File: src/rtl/irq_pkg.sv
package irq_pkg;
  typedef enum logic [2:0] {
    SEQ_IDLE   = 3'd0,
    SEQ_ACK1   = 3'd1,
    SEQ_GAP    = 3'd2,
    SEQ_ACK2   = 3'd3,
    SEQ_REPORT = 3'd4
  } seq_state_e;
endpackage

File: src/rtl/irq_nmi_latch.sv
module irq_nmi_latch (
  input  logic clk,
  input  logic rst_n,
  input  logic line_i,
  input  logic clr_i,
  output logic pend_o
);
  logic line_q, line_d;
  logic pend_q, pend_d;
  logic rise;

  always_comb begin
    rise   = line_i & ~line_q;
    line_d = line_i;
    // a new edge wins over the clear of the request being served
    if (rise)       pend_d = 1'b1;
    else if (clr_i) pend_d = 1'b0;
    else            pend_d = pend_q;
  end

  always_ff @(posedge clk or negedge rst_n) begin
    if (!rst_n) begin
      line_q <= 1'b1;
      pend_q <= 1'b0;
    end else begin
      line_q <= line_d;
      pend_q <= pend_d;
    end
  end

  assign pend_o = pend_q;
endmodule

File: src/rtl/irq_ack_seq.sv
module irq_ack_seq
  import irq_pkg::*;
#(
  parameter int BUS_CLKS = 4,
  parameter int GAP_CLKS = 2,
  parameter int TYPE_W   = 8,
  parameter int NMI_TYPE = 2
) (
  input  logic              clk,
  input  logic              rst_n,
  input  logic              start_ack_i,
  input  logic              start_nmi_i,
  input  logic [TYPE_W-1:0] data_i,
  output logic              ack_n_o,
  output logic              take_o,
  output logic [TYPE_W-1:0] type_o,
  output logic              idle_o
);
  localparam int MAXC  = (BUS_CLKS > GAP_CLKS) ? BUS_CLKS : GAP_CLKS;
  localparam int CNT_W = $clog2(MAXC + 1);
  localparam logic [CNT_W-1:0] BUS_LAST = CNT_W'(BUS_CLKS - 1);
  localparam logic [CNT_W-1:0] GAP_LAST = CNT_W'(GAP_CLKS - 1);

  seq_state_e        state_q, state_d;
  logic [CNT_W-1:0]  cnt_q, cnt_d;
  logic [TYPE_W-1:0] type_q, type_d;

  always_comb begin
    state_d = state_q;
    cnt_d   = cnt_q;
    type_d  = type_q;
    unique case (state_q)
      SEQ_IDLE: begin
        if (start_nmi_i) begin
          state_d = SEQ_REPORT;
          type_d  = TYPE_W'(NMI_TYPE);
        end else if (start_ack_i) begin
          state_d = SEQ_ACK1;
          cnt_d   = '0;
        end
      end
      SEQ_ACK1: begin
        if (cnt_q == BUS_LAST) begin
          state_d = SEQ_GAP;
          cnt_d   = '0;
        end else begin
          cnt_d = cnt_q + 1'b1;
        end
      end
      SEQ_GAP: begin
        if (cnt_q == GAP_LAST) begin
          state_d = SEQ_ACK2;
          cnt_d   = '0;
        end else begin
          cnt_d = cnt_q + 1'b1;
        end
      end
      SEQ_ACK2: begin
        if (cnt_q == BUS_LAST) begin
          state_d = SEQ_REPORT;
          cnt_d   = '0;
          type_d  = data_i;
        end else begin
          cnt_d = cnt_q + 1'b1;
        end
      end
      SEQ_REPORT: state_d = SEQ_IDLE;
      default:    state_d = SEQ_IDLE;
    endcase
  end

  always_ff @(posedge clk or negedge rst_n) begin
    if (!rst_n) begin
      state_q <= SEQ_IDLE;
      cnt_q   <= '0;
      type_q  <= '0;
    end else begin
      state_q <= state_d;
      cnt_q   <= cnt_d;
      type_q  <= type_d;
    end
  end

  assign ack_n_o = ~((state_q == SEQ_ACK1) | (state_q == SEQ_ACK2));
  assign take_o  = (state_q == SEQ_REPORT);
  assign idle_o  = (state_q == SEQ_IDLE);
  assign type_o  = type_q;
endmodule

File: src/rtl/irq_stall_gate.sv
module irq_stall_gate (
  input  logic wait_cmd_i,
  input  logic sync_pin_i,
  output logic stall_o
);
  always_comb stall_o = wait_cmd_i & sync_pin_i;
endmodule

File: src/rtl/irq_ack_ctrl.sv
module irq_ack_ctrl #(
  parameter int BUS_CLKS = 4,
  parameter int GAP_CLKS = 2,
  parameter int TYPE_W   = 8,
  parameter int NMI_TYPE = 2
) (
  input  logic              clk,
  input  logic              rst_n,
  input  logic              boundary_i,
  input  logic              irq_en_i,
  input  logic              mask_irq_i,
  input  logic              nomask_irq_i,
  input  logic              sync_pin_i,
  input  logic              wait_cmd_i,
  input  logic [TYPE_W-1:0] bus_data_i,
  output logic              ack_n_o,
  output logic              vec_take_o,
  output logic [TYPE_W-1:0] vec_type_o,
  output logic              stall_o
);
  logic nmi_pend;
  logic seq_idle;
  logic accept, take_nmi, start_ack;

  always_comb begin
    accept    = boundary_i & seq_idle;
    take_nmi  = accept & nmi_pend;
    start_ack = accept & ~nmi_pend & mask_irq_i & irq_en_i;
  end

  irq_nmi_latch u_nmi (
    .clk    (clk),
    .rst_n  (rst_n),
    .line_i (nomask_irq_i),
    .clr_i  (take_nmi),
    .pend_o (nmi_pend)
  );

  irq_ack_seq #(
    .BUS_CLKS (BUS_CLKS),
    .GAP_CLKS (GAP_CLKS),
    .TYPE_W   (TYPE_W),
    .NMI_TYPE (NMI_TYPE)
  ) u_seq (
    .clk         (clk),
    .rst_n       (rst_n),
    .start_ack_i (start_ack),
    .start_nmi_i (take_nmi),
    .data_i      (bus_data_i),
    .ack_n_o     (ack_n_o),
    .take_o      (vec_take_o),
    .type_o      (vec_type_o),
    .idle_o      (seq_idle)
  );

  irq_stall_gate u_stall (
    .wait_cmd_i (wait_cmd_i),
    .sync_pin_i (sync_pin_i),
    .stall_o    (stall_o)
  );
endmodule

File: config.mk
export PLATFORM = sky130hd
export DESIGN_NAME = irq_ack_ctrl
export DESIGN_NICKNAME = d
export VERILOG_FILES = /design/src/rtl/irq_pkg.sv /design/src/rtl/irq_nmi_latch.sv /design/src/rtl/irq_ack_seq.sv /design/src/rtl/irq_stall_gate.sv /design/src/rtl/irq_ack_ctrl.sv
export SDC_FILE = /design/constraint.sdc
export NUM_CORES = 1
export LEC_CHECK = 0
export BUFFER_PORTS_ARGS = -buffer_cell sky130_fd_sc_hd__buf_2
export CAP_MARGIN = 20
export CORE_MARGIN = 2
export CORE_UTILIZATION = 45
export CTS_CLUSTER_SIZE = 25
export DETAILED_ROUTE_END_ITERATION = 12
export GPL_ROUTABILITY_DRIVEN = 0
export MAX_ROUTING_LAYER = met4
export PLACE_DENSITY_LB_ADDON = 0.1
export SLEW_MARGIN = 20
export SYNTH_ARGS = -nofsm -noshare
export SYNTH_HDL_FRONTEND = slang
export SYNTH_HIERARCHICAL = 1
export SYNTH_SLANG_ARGS = --single-unit
File: constraint.sdc
create_clock -name clk -period 3.7 [get_ports clk]
set_input_delay 0.185 -clock clk [delete_from_list [all_inputs] [get_ports clk]]
set_output_delay 0.185 -clock clk [all_outputs]
set_load 0.005 [all_outputs]
* Word-level counts from Yosys, hierarchy flattened
Cells that the tools add are included.
W data, S select, Z words.
** Operators by class
- Equal/unequal tests :: 13
- Bitwise gates (word level) :: 11
- Add/subtract/negate cells :: 1
- Divide/modulo/power cells :: 0
- $mul :: 0
- Reductions and logical operators :: 8
- Muxes and demuxes :: 16
- Shift-type cells :: 0
- Magnitude comparators :: 0
** Operator list (count)
- $mux W3 :: 9
- $mux W8 :: 2
- $pmux W8 S2 :: 1
- $pmux W3 S4 :: 1
- $ne A2 B1 Y1 const B :: 5
- $eq A3 B2 Y1 const B :: 3
- $pmux W3 S3 :: 1
- $and A1 B1 Y1 :: 7
- $eq A3 B1 Y1 const B :: 2
- $reduce_and A3 Y1 :: 2
- $reduce_and A4 Y1 :: 1
- $reduce_bool A2 Y1 :: 2
- $add A3 B1 Y3 const B :: 1
- $eq A3 B3 Y1 const B :: 1
- $logic_not A3 Y1 :: 1
- $ne A3 B1 Y1 const B :: 1
- $not A1 Y1 :: 3
- $reduce_bool A3 Y1 :: 1
- $mux W1 :: 2
- $ne A2 B2 Y1 const B :: 1
- $reduce_or A2 Y1 :: 1
- $or A1 B1 Y1 :: 1
** Storage, ports and cells
- Register bits :: 16
- Output and inout port bits :: 11
- Bits in read-only memories :: 0
- RAM bits :: 0
- Bits in latches :: 0
- Memories :: 0
- Input port bits :: 16
- Logic and storage cells :: 54

* Longest topological paths before layout
Gate-level depths: netlist of the first run.
- Word-level depth :: 8
- Mapped depth :: 7
- Depth with buffers taken out :: 6

* Cells and area by module
The synthesis of the first run kept the hierarchy.
** By module, submodules not included
- irq_ack_seq :: area each 753.2 sq um, times used 1, cells each 75, sequential area each 350.3 sq um
- irq_nmi_latch :: area each 71.3 sq um, times used 1, cells each 5, sequential area each 51.3 sq um
- irq_ack_ctrl :: area each 17.5 sq um, times used 1, cells each 3, sequential area each 0.0 sq um
- irq_stall_gate :: area each 6.3 sq um, times used 1, cells each 1, sequential area each 0.0 sq um

* Worst setup path after synthesis of the first run
OpenSTA, ideal clock, no wires.
- Path type :: register to register
- Start :: register u_seq.state_q[0]
- End :: register u_seq.type_q[0] (netlist: u_seq/type_o[0])
- Cell stages (with the launch flop) :: 8
- Library setup time :: 79 ps
- Arrival :: 1757 ps
- Buffers on the path :: 2
- Required time :: 3621 ps
- Period minus slack after synthesis :: 1836 ps
- Setup slack :: 1864 ps
- Path through :: dfrtp_1 > buf_2 > nor3_1 > and3_2 > or3b_4 > a21oi_2 > buf_6 > mux2i_1
** Between the ends
- Longest elaborated chain between the ends :: 5
- Elaborated cells on any way between the ends :: 9
- Those cells by class :: eq/ne (3); mux (1); bitwise (2); reduce/logical (3)
** RTL lines
- start: declaration :: RTL line irq_ack_seq.sv:24 : seq_state_e state_q, state_d;
- start signal: assignment :: RTL line irq_ack_seq.sv:78 : state_q <= state_d;
- $logic_not A3 Y1 :: RTL line irq_ack_seq.sv:86 : assign idle_o = (state_q == SEQ_IDLE);
- named net seq_idle :: RTL line irq_ack_ctrl.sv:22 : logic seq_idle;
- $and A1 B1 Y1 :: RTL line irq_ack_ctrl.sv:26 : accept = boundary_i & seq_idle;
- $and A1 B1 Y1 :: RTL line irq_ack_ctrl.sv:27 : take_nmi = accept & nmi_pend;
- named net take_nmi :: RTL line irq_ack_ctrl.sv:23 : logic accept, take_nmi, start_ack;
- $ne A2 B1 Y1 (no source line)
- $reduce_and A3 Y1 (no source line)
- end signal: assignment :: RTL line irq_ack_seq.sv:80 : type_q <= type_d;
- end: declaration :: RTL line irq_ack_seq.sv:26 : logic [TYPE_W-1:0] type_q, type_d;
The timed path passes the listed nets, and every way through them passes these cells.
A chain may end at the register's enable or synchronous reset.

* Worst setup path after layout of the first run
- Start :: register u_seq.state_q[0]
- End :: register u_seq.type_q[5] (netlist: u_seq/type_o[5])
The elaborated chain is that of the path after synthesis.

==> results of run 1 <==
## layout by cell type (no fill, tap or decap), types with 2 or more instances in the layout
master and count:
sky130_fd_sc_hd__buf_2 26, sky130_fd_sc_hd__dfrtp_1 15, sky130_fd_sc_hd__inv_1 14, sky130_fd_sc_hd__nand2_1 9
sky130_fd_sc_hd__mux2i_1 8, sky130_fd_sc_hd__ha_1 4, sky130_fd_sc_hd__nor2_1 3, sky130_fd_sc_hd__clkbuf_4 3
sky130_fd_sc_hd__nand2b_1 3, sky130_fd_sc_hd__dlygate4sd3_1 2, sky130_fd_sc_hd__nor3_1 2, sky130_fd_sc_hd__and2_1 2
## area by class of cell
| class | count | area [um^2] | area share (%) |
|---|---|---|---|
| Multi-Input combinational cell | 49 | 358 | 35.1 |
| Clock buffer | 4 | 26.3 | 2.58 |
| Timing Repair Buffer | 28 | 150 | 14.7 |
| Inverter | 14 | 52.6 | 5.15 |
| Tap cell | 25 | 31.3 | 3.07 |
| Sequential cell | 16 | 402 | 39.4 |
## synthesized netlist by cell type
library cell               instances  area (um^2)
sky130_fd_sc_hd__or3b_4            1         11.3
sky130_fd_sc_hd__nor3_1            2         10.0
sky130_fd_sc_hd__nand2_1           9         33.8
sky130_fd_sc_hd__or2_2             1         6.26
sky130_fd_sc_hd__ha_1              4         50.1
sky130_fd_sc_hd__a21oi_2           1         8.76
sky130_fd_sc_hd__nor2b_1           1         6.26
sky130_fd_sc_hd__clkbuf_1          1         3.75
sky130_fd_sc_hd__o22ai_2           1         12.5
sky130_fd_sc_hd__and3_2            1         7.51
sky130_fd_sc_hd__dfstp_2           1         26.3
sky130_fd_sc_hd__a21oi_1           1         5.00
sky130_fd_sc_hd__dfrtp_1          15          375
sky130_fd_sc_hd__o22ai_1           1         6.26
sky130_fd_sc_hd__inv_1            14         52.6
sky130_fd_sc_hd__mux2i_1           8         80.1
sky130_fd_sc_hd__a32oi_1           1         8.76
sky130_fd_sc_hd__xor2_1            1         8.76
sky130_fd_sc_hd__and2_1            2         12.5
sky130_fd_sc_hd__nor2_1            3         11.3
sky130_fd_sc_hd__o21a_1            1         7.51
sky130_fd_sc_hd__a31oi_1           1         6.26
sky130_fd_sc_hd__o311a_1           1         10.0
sky130_fd_sc_hd__nand3_1           1         5.00
sky130_fd_sc_hd__nand4_1           1         6.26
sky130_fd_sc_hd__and3b_1           1         8.76
sky130_fd_sc_hd__nand3b_1          1         7.51
sky130_fd_sc_hd__o32ai_1           1         8.76
sky130_fd_sc_hd__nand2b_1          3         18.8
sky130_fd_sc_hd__buf_2             2         10.0
sky130_fd_sc_hd__buf_6             2         22.5
## layer usage
| metal | vias to the layer above | wire length, um |
|---|---|---|
| met5 | - | 0 |
| met4 | 0 | 12 |
| met3 | 2 | 77 |
| met2 | 15 | 702 |
| met1 | 292 | 782 |
| li1 | 327 | - |
## cell families (layout without fill, tap and decap cells)
kind of cell             count (synthesis)  after routing  share of synthesized area, %
AND/OR/NAND/NOR                         27             27                          17.1
buffers and inverters                   19             46                          10.5
XOR/XNOR                                 1              1                          1.03
multiplexers                             8              8                          9.44
flip-flops                              16             16                          47.3
adder cells (fa/ha/maj)                  4              4                          5.90
AO/OA/AOI/OAI                            9              9                          8.70
## critical path, stage by stage (launching register included)
cell                      delay, ns
sky130_fd_sc_hd__dfrtp_1       0.50
sky130_fd_sc_hd__nor3_1        0.26
sky130_fd_sc_hd__and3_2        0.25
sky130_fd_sc_hd__or3b_4        0.38
sky130_fd_sc_hd__a21oi_2       0.49
sky130_fd_sc_hd__mux2i_1       0.27
## power groups by stage
stage | Sequential (W) | Combinational (W) | Clock, W
after global placement | 0.000284 | 0.000245 | 0
after global routing | 0.000296 | 0.000294 | 0.000111
after detailed placement | 0.000287 | 0.000251 | 0
after CTS | 0.000284 | 0.000256 | 0.000103
after floorplan | 0.000256 | 0.000227 | 0
final | 0.000284 | 0.000252 | 0.0000976
## state kept, by name, indices dropped and copies added (netlist names)
register	cells
u_nmi/line_q	1
u_nmi/pend_o	1
u_seq/cnt_q	3
u_seq/state_q	3
u_seq/type_o	8
## metrics by stage
step	hold slack (ns)	total power (W)	std cells	instance area, um^2	utilization [%]
6_report	0.123	0.000633	136	1020	58.4
5_1_grt	0.124	0.000701	136	1020	58.4
4_1_cts	0.112	0.000643	136	1020	58.4
3_5_place_dp	0.123	0.000537	130	973	55.8
3_3_place_gp	0.121	0.000530	130	973	55.8
2_1_floorplan	-0.111	0.000482	84	848	-
## path summary, 6_finish.rpt
check                      cells after the start              from               to  slack (ns)
setup / recovery                               5  u_seq/state_q[0]  u_seq/type_o[5]        1.47
min in group asynchronous                      2             rst_n   u_seq/cnt_q[1]        0.33
max in group asynchronous                      2             rst_n     u_nmi/line_q        3.05
hold / removal                                 3     bus_data_i[4]  u_seq/type_o[4]        0.12
setup reg to reg                               5  u_seq/state_q[0]  u_seq/type_o[5]        1.47
hold reg to reg                                1   u_seq/type_o[1]  u_seq/type_o[1]        0.50
==> results.json, run 1 <==
{
  "critPathMaxFanout": 12,
  "cts_made_buffers": 3,
  "setup_ws_ns": 1.47,
  "p_clk_share_pct": 15.4,
  "antenna_left": 0,
  "run_status": "finished clean",
  "internal_power_w": 0.000392,
  "placement.io_buffers": 26,
  "route.detailed.wl_per_inst_um": 11.6,
  "grtUsageMet1_pct": 24.2,
  "cts_hold_repair.buffers": 2,
  "min-delay-path-class": "input port to register",
  "fmaxAchievable_mhz": 448,
  "grt_util_met2_pct": 22.4,
  "die_height_um": 47.4,
  "syn_nets": 104,
  "route.final.wire_length_um": 1570,
  "max_slew.worst_pin.slew_ns": 0.597,
  "global_route.usage.total_pct": 16.9,
  "synth_warnings": 6,
  "drt_drc_violations_left": 0,
  "count_of_maximum_capacitance_violations": 0,
  "worst_slew_margin_rel_pct": 60.2,
  "grt_pass1_wl_um": 2510,
  "powerDensity_nw_per_um2": 621,
  "nFillCells": 170,
  "postSynthRegisterBits": 16,
  "synthesized_instance_count": 84,
  "power.leakage_nw": 0.504,
  "cp_data_required_time_ns": 3.90,
  "initial_utilization_pct": 48.6,
  "layout-drive-gt1-share_pct": 31.5,
  "setup_viol": 0,
  "antennaDiodeCount": 0,
  "timing_worst_setup_path_type": "register to register",
  "final.min_clock_period_ns": 2.23,
  "clkLatencyLatePin_ns": 0.29,
  "via_count_of_the_first_global_routing_pass": 560,
  "final.setup.tns_ns": 0,
  "io_pins": 27,
  "design.core.area_um2": 1750,
  "dieArea_um2": 2250,
  "report.final.hold_viol_count": 0,
  "total_switching_power_w": 0.000240,
  "post-cts-setup-buffers": 0,
  "antenna_found_initial": 0,
  "cts-root-buf": "sky130_fd_sc_hd__clkbuf_4",
  "dr.pass1.iters": 4,
  "global_route.overflow_total": 0,
  "synthesis.area_per_instance_um2": 10.1,
  "critPathArrivalTime_ns": 2.43,
  "final_nets": 132,
  "dp_hpwl_um": 1080,
  "number_of_levels_in_the_clock_h_tree": 1,
  "numClockSinks": 16,
  "clk_pin_slew_worst_paths_ns": 0.10,
  "ratio_of_final_minimum_period_to_clock_period_pct": 60.3,
  "maxSlewViolCount": 0,
  "route.vias.total": 636,
  "peak_vdd_ir_uv": 281,
  "kind_of_start_point_of_the_critical_path": "register",
  "busiest_layer": "met1",
  "grt_setup_unrepaired": "no",
  "cts_tree": "built",
  "flow.area_growth_from_synthesis_pct": 20.2,
  "met3_usage_pct": 3.40,
  "combinationalPowerShare_pct": 39.7,
  "worstSetupEndpointType": "register",
  "mappedNetlistArea_um2": 848,
  "via_per_inst": 4.68,
  "cts-resized-gates": 0,
  "ys_seq_area_share_pct": 47.3,
  "fin_worst_skew_ns": 0.00913,
  "drtIter0Drc": 4,
  "switching_part_of_the_total_power_pct": 38.0,
  "share_seq_of_total_power_pct": 44.8,
  "grt_start_max_net_pins": 17,
  "die_width_um": 47.4,
  "clk_path_buf_depth": 2,
  "fp-row-count": 15,
  "synth.distinct_cells": 31,
  "post-place-ws_ns": 1.53
}
Power figures use the tool's default switching activity.
==> inputs of run 2 (changes only) <==
==> constraint.sdc (replaced) <==
create_clock -name clk -period 2.3 [get_ports clk]
set_input_delay 0.115 -clock clk [delete_from_list [all_inputs] [get_ports clk]]
set_output_delay 0.115 -clock clk [all_outputs]
set_load 0.005 [all_outputs]
==> results.json, run 2 (synthesized netlist as in run 1, its figures left out) <==
{
  "run_status": "finished clean",
  "clk_pin_slew_worst_paths_ns": 0.09,
  "route.vias.total": 642,
  "cts_tree": "built",
  "top_library_cells_by_usage_in_the_layout_fill_and_taps_aside": "sky130_fd_sc_hd__buf_2 (26), sky130_fd_sc_hd__dfrtp_1 (15), sky130_fd_sc_hd__inv_1 (14)",
  "grt_pass1_wl_um": 2440,
  "final.setup.tns_ns": 0,
  "via_per_inst": 4.69,
  "count_of_maximum_capacitance_violations": 0,
  "combinationalPowerShare_pct": 39.1,
  "grt_start_max_net_pins": 17,
  "route.final.wire_length_um": 1490,
  "finalCoreUtilization_pct": 59.4,
  "kind_of_start_point_of_the_critical_path": "register",
  "place.detailed.instances": 131,
  "reg2reg_from": "u_seq/state_q[0]",
  "dieArea_um2": 2250,
  "route.detailed.wl_per_inst_um": 10.9,
  "dp_hpwl_um": 1110,
  "critical_path.cell_chain": "nor3_1 -> and3_2 -> or3b_4 -> a21oi_2 -> buf_4 -> mux2i_1",
  "cts-root-buf": "sky130_fd_sc_hd__clkbuf_4",
  "drt_drc_violations_left": 0,
  "cts-resized-gates": 0,
  "dpl-instance-area_um2": 981,
  "numClockSinks": 16,
  "design.core.area_um2": 1750,
  "clk_path_buf_depth": 2,
  "critPathMaxFanout": 12,
  "global_route.usage.total_pct": 16.3,
  "max_slew.worst_pin.slew_ns": 0.393,
  "number_of_levels_in_the_clock_h_tree": 1,
  "hold_depth": 3,
  "ratio_of_final_minimum_period_to_clock_period_pct": 86.8,
  "grt_setup_unrepaired": "no",
  "critPathArrivalTime_ns": 2.20,
  "timing.critical_path.max_delay_family": "simple AND/OR/NAND/NOR gates",
  "report.final.hold_viol_count": 0,
  "peak_vdd_ir_uv": 579,
  "r2r.worst_path.cells": 6,
  "share_seq_of_total_power_pct": 43.5,
  "cts_made_buffers": 3,
  "worstSetupPathDepth": 6,
  "timing_worst_setup_path_type": "register to register",
  "final_nets": 133,
  "max_ffs_per_register": 8,
  "detailroute.wirelength.met2_um": 679,
  "fp-row-count": 15,
  "antenna_left": 0,
  "drtIter0Drc": 9,
  "power.leakage_nw": 0.516,
  "maxSlewViolCount": 0,
  "min-delay-path-class": "input port to register",
  "mostFrequentLayoutCell": "sky130_fd_sc_hd__buf_2",
  "switching_part_of_the_total_power_pct": 36.3,
  "antenna_found_initial": 0,
  "via_count_of_the_first_global_routing_pass": 587,
  "hold_path_startpoint": "bus_data_i[0]",
  "final.min_clock_period_ns": 2.00,
  "fin_worst_skew_ns": 0.00326,
  "clkLatencyLatePin_ns": 0.28,
  "powerDensity_nw_per_um2": 1010,
  "die_width_um": 47.4,
  "dr.pass1.iters": 4,
  "fmaxAchievable_mhz": 501,
  "antennaDiodeCount": 0,
  "route.layer.met1.wl_um": 719,
  "cp_slowest_cell": "sky130_fd_sc_hd__dfrtp_1",
  "initial_utilization_pct": 48.6,
  "worst_slew_margin_rel_pct": 73.8,
  "stdcell_area_um2": 1040,
  "io_pins": 27,
  "global_route.overflow_total": 0,
  "flow.area_growth_from_synthesis_pct": 22.3,
  "worstSetupEndpointType": "register",
  "post_layout_nonfiller_instances": 137,
  "total_switching_power_w": 0.000379,
  "top_layer": "met4",
  "die_height_um": 47.4,
  "setup_viol": 0,
  "max_stage_delay_ns": 0.50,
  "cp_data_required_time_ns": 2.50,
  "layout-drive-gt1-share_pct": 33.0,
  "worst_setup_path_startpoint": "u_seq/state_q[0]",
  "p_clk_share_pct": 17.5,
  "routed-wl-met3_um": 83,
  "sum_of_buffers_and_inverters_on_the_critical_path": 1,
  "internal_power_w": 0.000665,
  "placement.io_buffers": 26
}
-- run 2: repair_timing --
action | CTS | global route
hold buffers | 2 | 0
buffers inserted | 0 | 0
hold endpoints to repair | 16 | 0
-- run 2: area by class of cell --
class	count	area (um^2)
Fill cell	161	708
Sequential cell	16	402
Tap cell	25	31.3
Clock buffer	4	36.3
Timing Repair Buffer	29	158
Multi-Input combinational cell	49	358
Inverter	14	52.6
-- run 2: power by group through the flow --
stage,combinational (W),clock [W],sequential [W]
finish,0.000408,0.000183,0.000454
global route,0.000478,0.000205,0.000475
CTS,0.000413,0.000193,0.000455
detailed placement,0.000408,0,0.000460
global placement,0.000401,0,0.000456
floorplan,0.000365,0,0.000411
-- run 2: final timing paths --
kind,end,slack [ns]
max,u_seq/type_o[6],0.30
min,u_seq/type_o[0],0.06
max reg2reg,u_seq/type_o[6],0.30
min reg2reg,u_seq/type_o[1],0.51
max in group asynchronous,u_nmi/line_q,1.74
min in group asynchronous,u_seq/type_o[4],0.26
-- run 2: worst reg2reg max path: cells and delay by family (launching register included) --
| kind | cells | cell delay, ns |
|---|---|---|
| AO/OA/AOI/OAI | 1 | 0.14 |
| buffers and inverters | 1 | 0.20 |
| flip-flops | 1 | 0.50 |
| multiplexers | 1 | 0.22 |
| AND/OR/NAND/NOR | 3 | 0.87 |
-- run 2: through the flow --
step | hold WS [ns] | worst slack (ns) | power [W]
global placement | 0.0529 | 0.389 | 0.000858
detailed placement | 0.0489 | 0.320 | 0.000868
floorplan | -0.181 | 0.464 | 0.000776
finish | 0.0608 | 0.304 | 0.00104
CTS | 0.0510 | 0.281 | 0.00106
global route | 0.0497 | 0.141 | 0.00116
-- run 2: routing by layer --
layer / vias to the layer above / track usage [%]
met1: 293 / 21.8
met3: 2 / 3.40
met4: 0 / 6.67
met2: 15 / 24.1
li1: 332 / -
met5: - / -
==> inputs of run 3 (changes only) <==
--- a/config.mk
+++ b/config.mk
@@ -5,6 +5,7 @@
 export SDC_FILE = /design/constraint.sdc
 export NUM_CORES = 1
 export LEC_CHECK = 0
+export ABC_AREA = 1
 export BUFFER_PORTS_ARGS = -buffer_cell sky130_fd_sc_hd__buf_2
 export CAP_MARGIN = 20
 export CORE_MARGIN = 2
@@ -13,7 +14,7 @@
 export DETAILED_ROUTE_END_ITERATION = 12
 export GPL_ROUTABILITY_DRIVEN = 0
 export MAX_ROUTING_LAYER = met4
-export PLACE_DENSITY_LB_ADDON = 0.1
+export PLACE_DENSITY = 0.72
 export SLEW_MARGIN = 20
 export SYNTH_ARGS = -nofsm -noshare
 export SYNTH_HDL_FRONTEND = slang
==> results.json, run 3 <==
{
  "drtIter0Drc": 15,
  "most_frequent_cell_after_synthesis": "sky130_fd_sc_hd__nand2_1",
  "area_share_of_fa_ha_maj_cells_after_synthesis_pct": 5.84,
  "route.detailed.wl_per_inst_um": 10.9,
  "dominant_combinational_cell_family_by_area_after_synthesis": "simple AND/OR/NAND/NOR gates",
  "total_switching_power_w": 0.000521,
  "clk_path_buf_depth": 2,
  "postSynthRegisterBits": 16,
  "maxSlewViolCount": 0,
  "io_pins": 27,
  "fin_worst_skew_ns": 0.00316,
  "cts_hold_repair.buffers": 2,
  "nFillCells": 179,
  "global_route.overflow_total": 0,
  "final_nets": 164,
  "mostFrequentLayoutCell": "sky130_fd_sc_hd__nand2_1",
  "grt_pass1_wl_um": 2850,
  "synth.distinct_cells": 18,
  "die_width_um": 47.6,
  "initial_utilization_pct": 48.6,
  "min-delay-path-class": "input port to register",
  "peak_vdd_ir_uv": 712,
  "flow.area_growth_from_synthesis_pct": 24.8,
  "max_ffs_per_register": 8,
  "switching_part_of_the_total_power_pct": 43.1,
  "numClockSinks": 16,
  "worst_slew_margin_rel_pct": 75.7,
  "setup_viol": 0,
  "top_library_cells_by_usage_in_the_layout_fill_and_taps_aside": "sky130_fd_sc_hd__nand2_1 (36), sky130_fd_sc_hd__buf_2 (26), sky130_fd_sc_hd__inv_1 (18)",
  "ratio_of_final_minimum_period_to_clock_period_pct": 68.2,
  "fp-row-count": 15,
  "final.setup.tns_ns": 0,
  "xor_xnor_fraction_of_synth_area_pct": 0,
  "global_route.usage.total_pct": 18.7,
  "cts-root-buf": "sky130_fd_sc_hd__clkbuf_4",
  "report.final.hold_viol_count": 0,
  "design.core.area_um2": 1760,
  "place.detailed.instances": 162,
  "cts_tree": "built",
  "finalCoreUtilization_pct": 60.6,
  "count_of_maximum_capacitance_violations": 0,
  "dieArea_um2": 2270,
  "clk_pin_slew_worst_paths_ns": 0.10,
  "powerDensity_nw_per_um2": 1130,
  "combinationalPowerShare_pct": 46.7,
  "synth_warnings": 6,
  "number_of_levels_in_the_clock_h_tree": 1,
  "route.final.wire_length_um": 1820,
  "synth.area.top_cells": "sky130_fd_sc_hd__dfrtp_1 (44%), sky130_fd_sc_hd__nand2_1 (16%), sky130_fd_sc_hd__inv_1 (7.9%), sky130_fd_sc_hd__nand3_1 (7.6%), sky130_fd_sc_hd__ha_1 (5.8%)",
  "hold_path_startpoint": "bus_data_i[5]",
  "multi_input_area_um2": 375,
  "antenna_left": 0,
  "ys.flop_type": "sky130_fd_sc_hd__dfrtp_1",
  "via_count_of_the_first_global_routing_pass": 700,
  "drt_drc_violations_left": 0,
  "dp_hpwl_um": 1410,
  "worst_hold_slack_ns": 0.0488,
  "layout-drive-gt1-share_pct": 28.0,
  "reg2reg_from": "u_seq/state_q[1]",
  "synthesis.area_per_instance_um2": 7.65,
  "timing_worst_setup_path_type": "register to register",
  "run_status": "finished clean",
  "max_slew.worst_pin.slew_ns": 0.365,
  "critPathArrivalTime_ns": 1.76,
  "cts-resized-gates": 0,
  "total_area_of_sequential_cells_um2": 402,
  "dr.pass1.iters": 4,
  "route.vias.total": 794,
  "worst_setup_path_startpoint": "u_seq/state_q[1]",
  "final.min_clock_period_ns": 1.57,
  "internal_power_w": 0.000689,
  "kind_of_start_point_of_the_critical_path": "register",
  "p_clk_share_pct": 15.7,
  "post-cts-setup-buffers": 0,
  "critPathMaxFanout": 9,
  "fmaxAchievable_mhz": 638,
  "die_height_um": 47.6,
  "totalPowerFinal_w": 0.00121,
  "synth-compound-area-share_pct": 2.63,
  "placement.io_buffers": 26,
  "via_per_inst": 4.73,
  "cts_made_buffers": 3,
  "post_layout_nonfiller_instances": 168,
  "worstSetupEndpointType": "register",
  "yosys-top-cells-count": "sky130_fd_sc_hd__nand2_1 (36), sky130_fd_sc_hd__inv_1 (18), sky130_fd_sc_hd__dfrtp_1 (15)",
  "yosys.area_share.simple_pct": 35.3,
  "antennaDiodeCount": 0,
  "syn_nets": 132,
  "grt_setup_unrepaired": "no",
  "synthesized_instance_count": 112,
  "netlist.area_leader.share_pct": 43.8,
  "power.leakage_nw": 0.638,
  "ys_seq_area_share_pct": 46.9,
  "share_seq_of_total_power_pct": 37.6,
  "clkLatencyLatePin_ns": 0.29,
  "synth_area_leader": "sky130_fd_sc_hd__dfrtp_1",
  "synth_mux_area_share_pct": 0,
  "grt_start_max_net_pins": 17,
  "synthArstFlopShare_pct": 100,
  "synth-edff-count": 0,
  "cp_data_required_time_ns": 2.49,
  "antenna_found_initial": 0,
  "mappedNetlistArea_um2": 857
}
run 3: cell types whose count changed in the layout (fill, tap and decap cells not counted), moves of 3 or more:
| cell | before | now |
|---|---|---|
| sky130_fd_sc_hd__inv_1 | 14 | 18 |
| sky130_fd_sc_hd__mux2i_1 | 8 | 0 |
| sky130_fd_sc_hd__nand2_1 | 9 | 36 |
| sky130_fd_sc_hd__nand2_2 | 0 | 3 |
| sky130_fd_sc_hd__nand2b_1 | 3 | 0 |
| sky130_fd_sc_hd__nand3_1 | 1 | 13 |
| sky130_fd_sc_hd__nor2_1 | 3 | 9 |
| sky130_fd_sc_hd__o21ai_0 | 0 | 3 |
run 3: metal layers:
layer,GRT usage (%),vias to the layer above,part of all wire [%]
met3,3.40,0,3.7
met2,29.7,18,49
li1,-,403,-
met5,-,-,0
met1,23.9,373,47
met4,6.49,0,0
run 3: path summary, 6_finish.rpt:
kind / to / slack [ns] / cells after the start
max: u_seq/type_o[3] / 0.73 / 10
min: u_seq/type_o[5] / 0.05 / 3
max reg2reg: u_seq/type_o[3] / 0.73 / 10
min reg2reg: u_seq/type_o[5] / 0.48 / 2
max in group asynchronous: u_nmi/line_q / 1.73 / 2
min in group asynchronous: u_seq/state_q[1] / 0.26 / 2
run 3: kinds of logic after synthesis:
| logic type | Yosys count |
|---|---|
| AND/OR/NAND/NOR | 67 |
| AO/OA/AOI/OAI | 4 |
| flip-flops | 16 |
| buffers and inverters | 21 |
| adder cells (fa/ha/maj) | 4 |
run 3: cell type report:
cell class | count | share of cell area (%)
repair buffers | 28 | 14.0
inverters | 20 | 7.02
well taps | 25 | 2.92
flip-flops and latches | 16 | 37.5
multi-input cells | 75 | 35.1
clock buffers | 4 | 3.39
run 3: power groups by stage:
stage               clock network (W)  logic, W  registers (W)
floorplan                           0  0.000390       0.000457
global placement                    0  0.000540       0.000459
detailed placement                  0  0.000563       0.000461
CTS                          0.000195  0.000569       0.000456
global route                 0.000201  0.000664       0.000470
finish                       0.000190  0.000565       0.000455
run 3: through the flow:
stage,setup slack [ns],cell area [um^2]
after detailed placement,0.756,1010
after global routing,0.517,1070
after CTS,0.729,1070
final,0.731,1070
after floorplan,0.924,857
after global placement,0.816,1010
run 3: worst max-delay path: stages (launching register included):
cell and delay (ns):
sky130_fd_sc_hd__dfrtp_1 0.43, sky130_fd_sc_hd__nor2_1 0.19, sky130_fd_sc_hd__nand2_1 0.09, sky130_fd_sc_hd__inv_1 0.06, sky130_fd_sc_hd__nand2_1 0.07, sky130_fd_sc_hd__nor2_1 0.20
sky130_fd_sc_hd__nand3_1 0.12, sky130_fd_sc_hd__nand2_2 0.10, sky130_fd_sc_hd__nand2_4 0.09, sky130_fd_sc_hd__nand2_1 0.08, sky130_fd_sc_hd__nand2_1 0.05
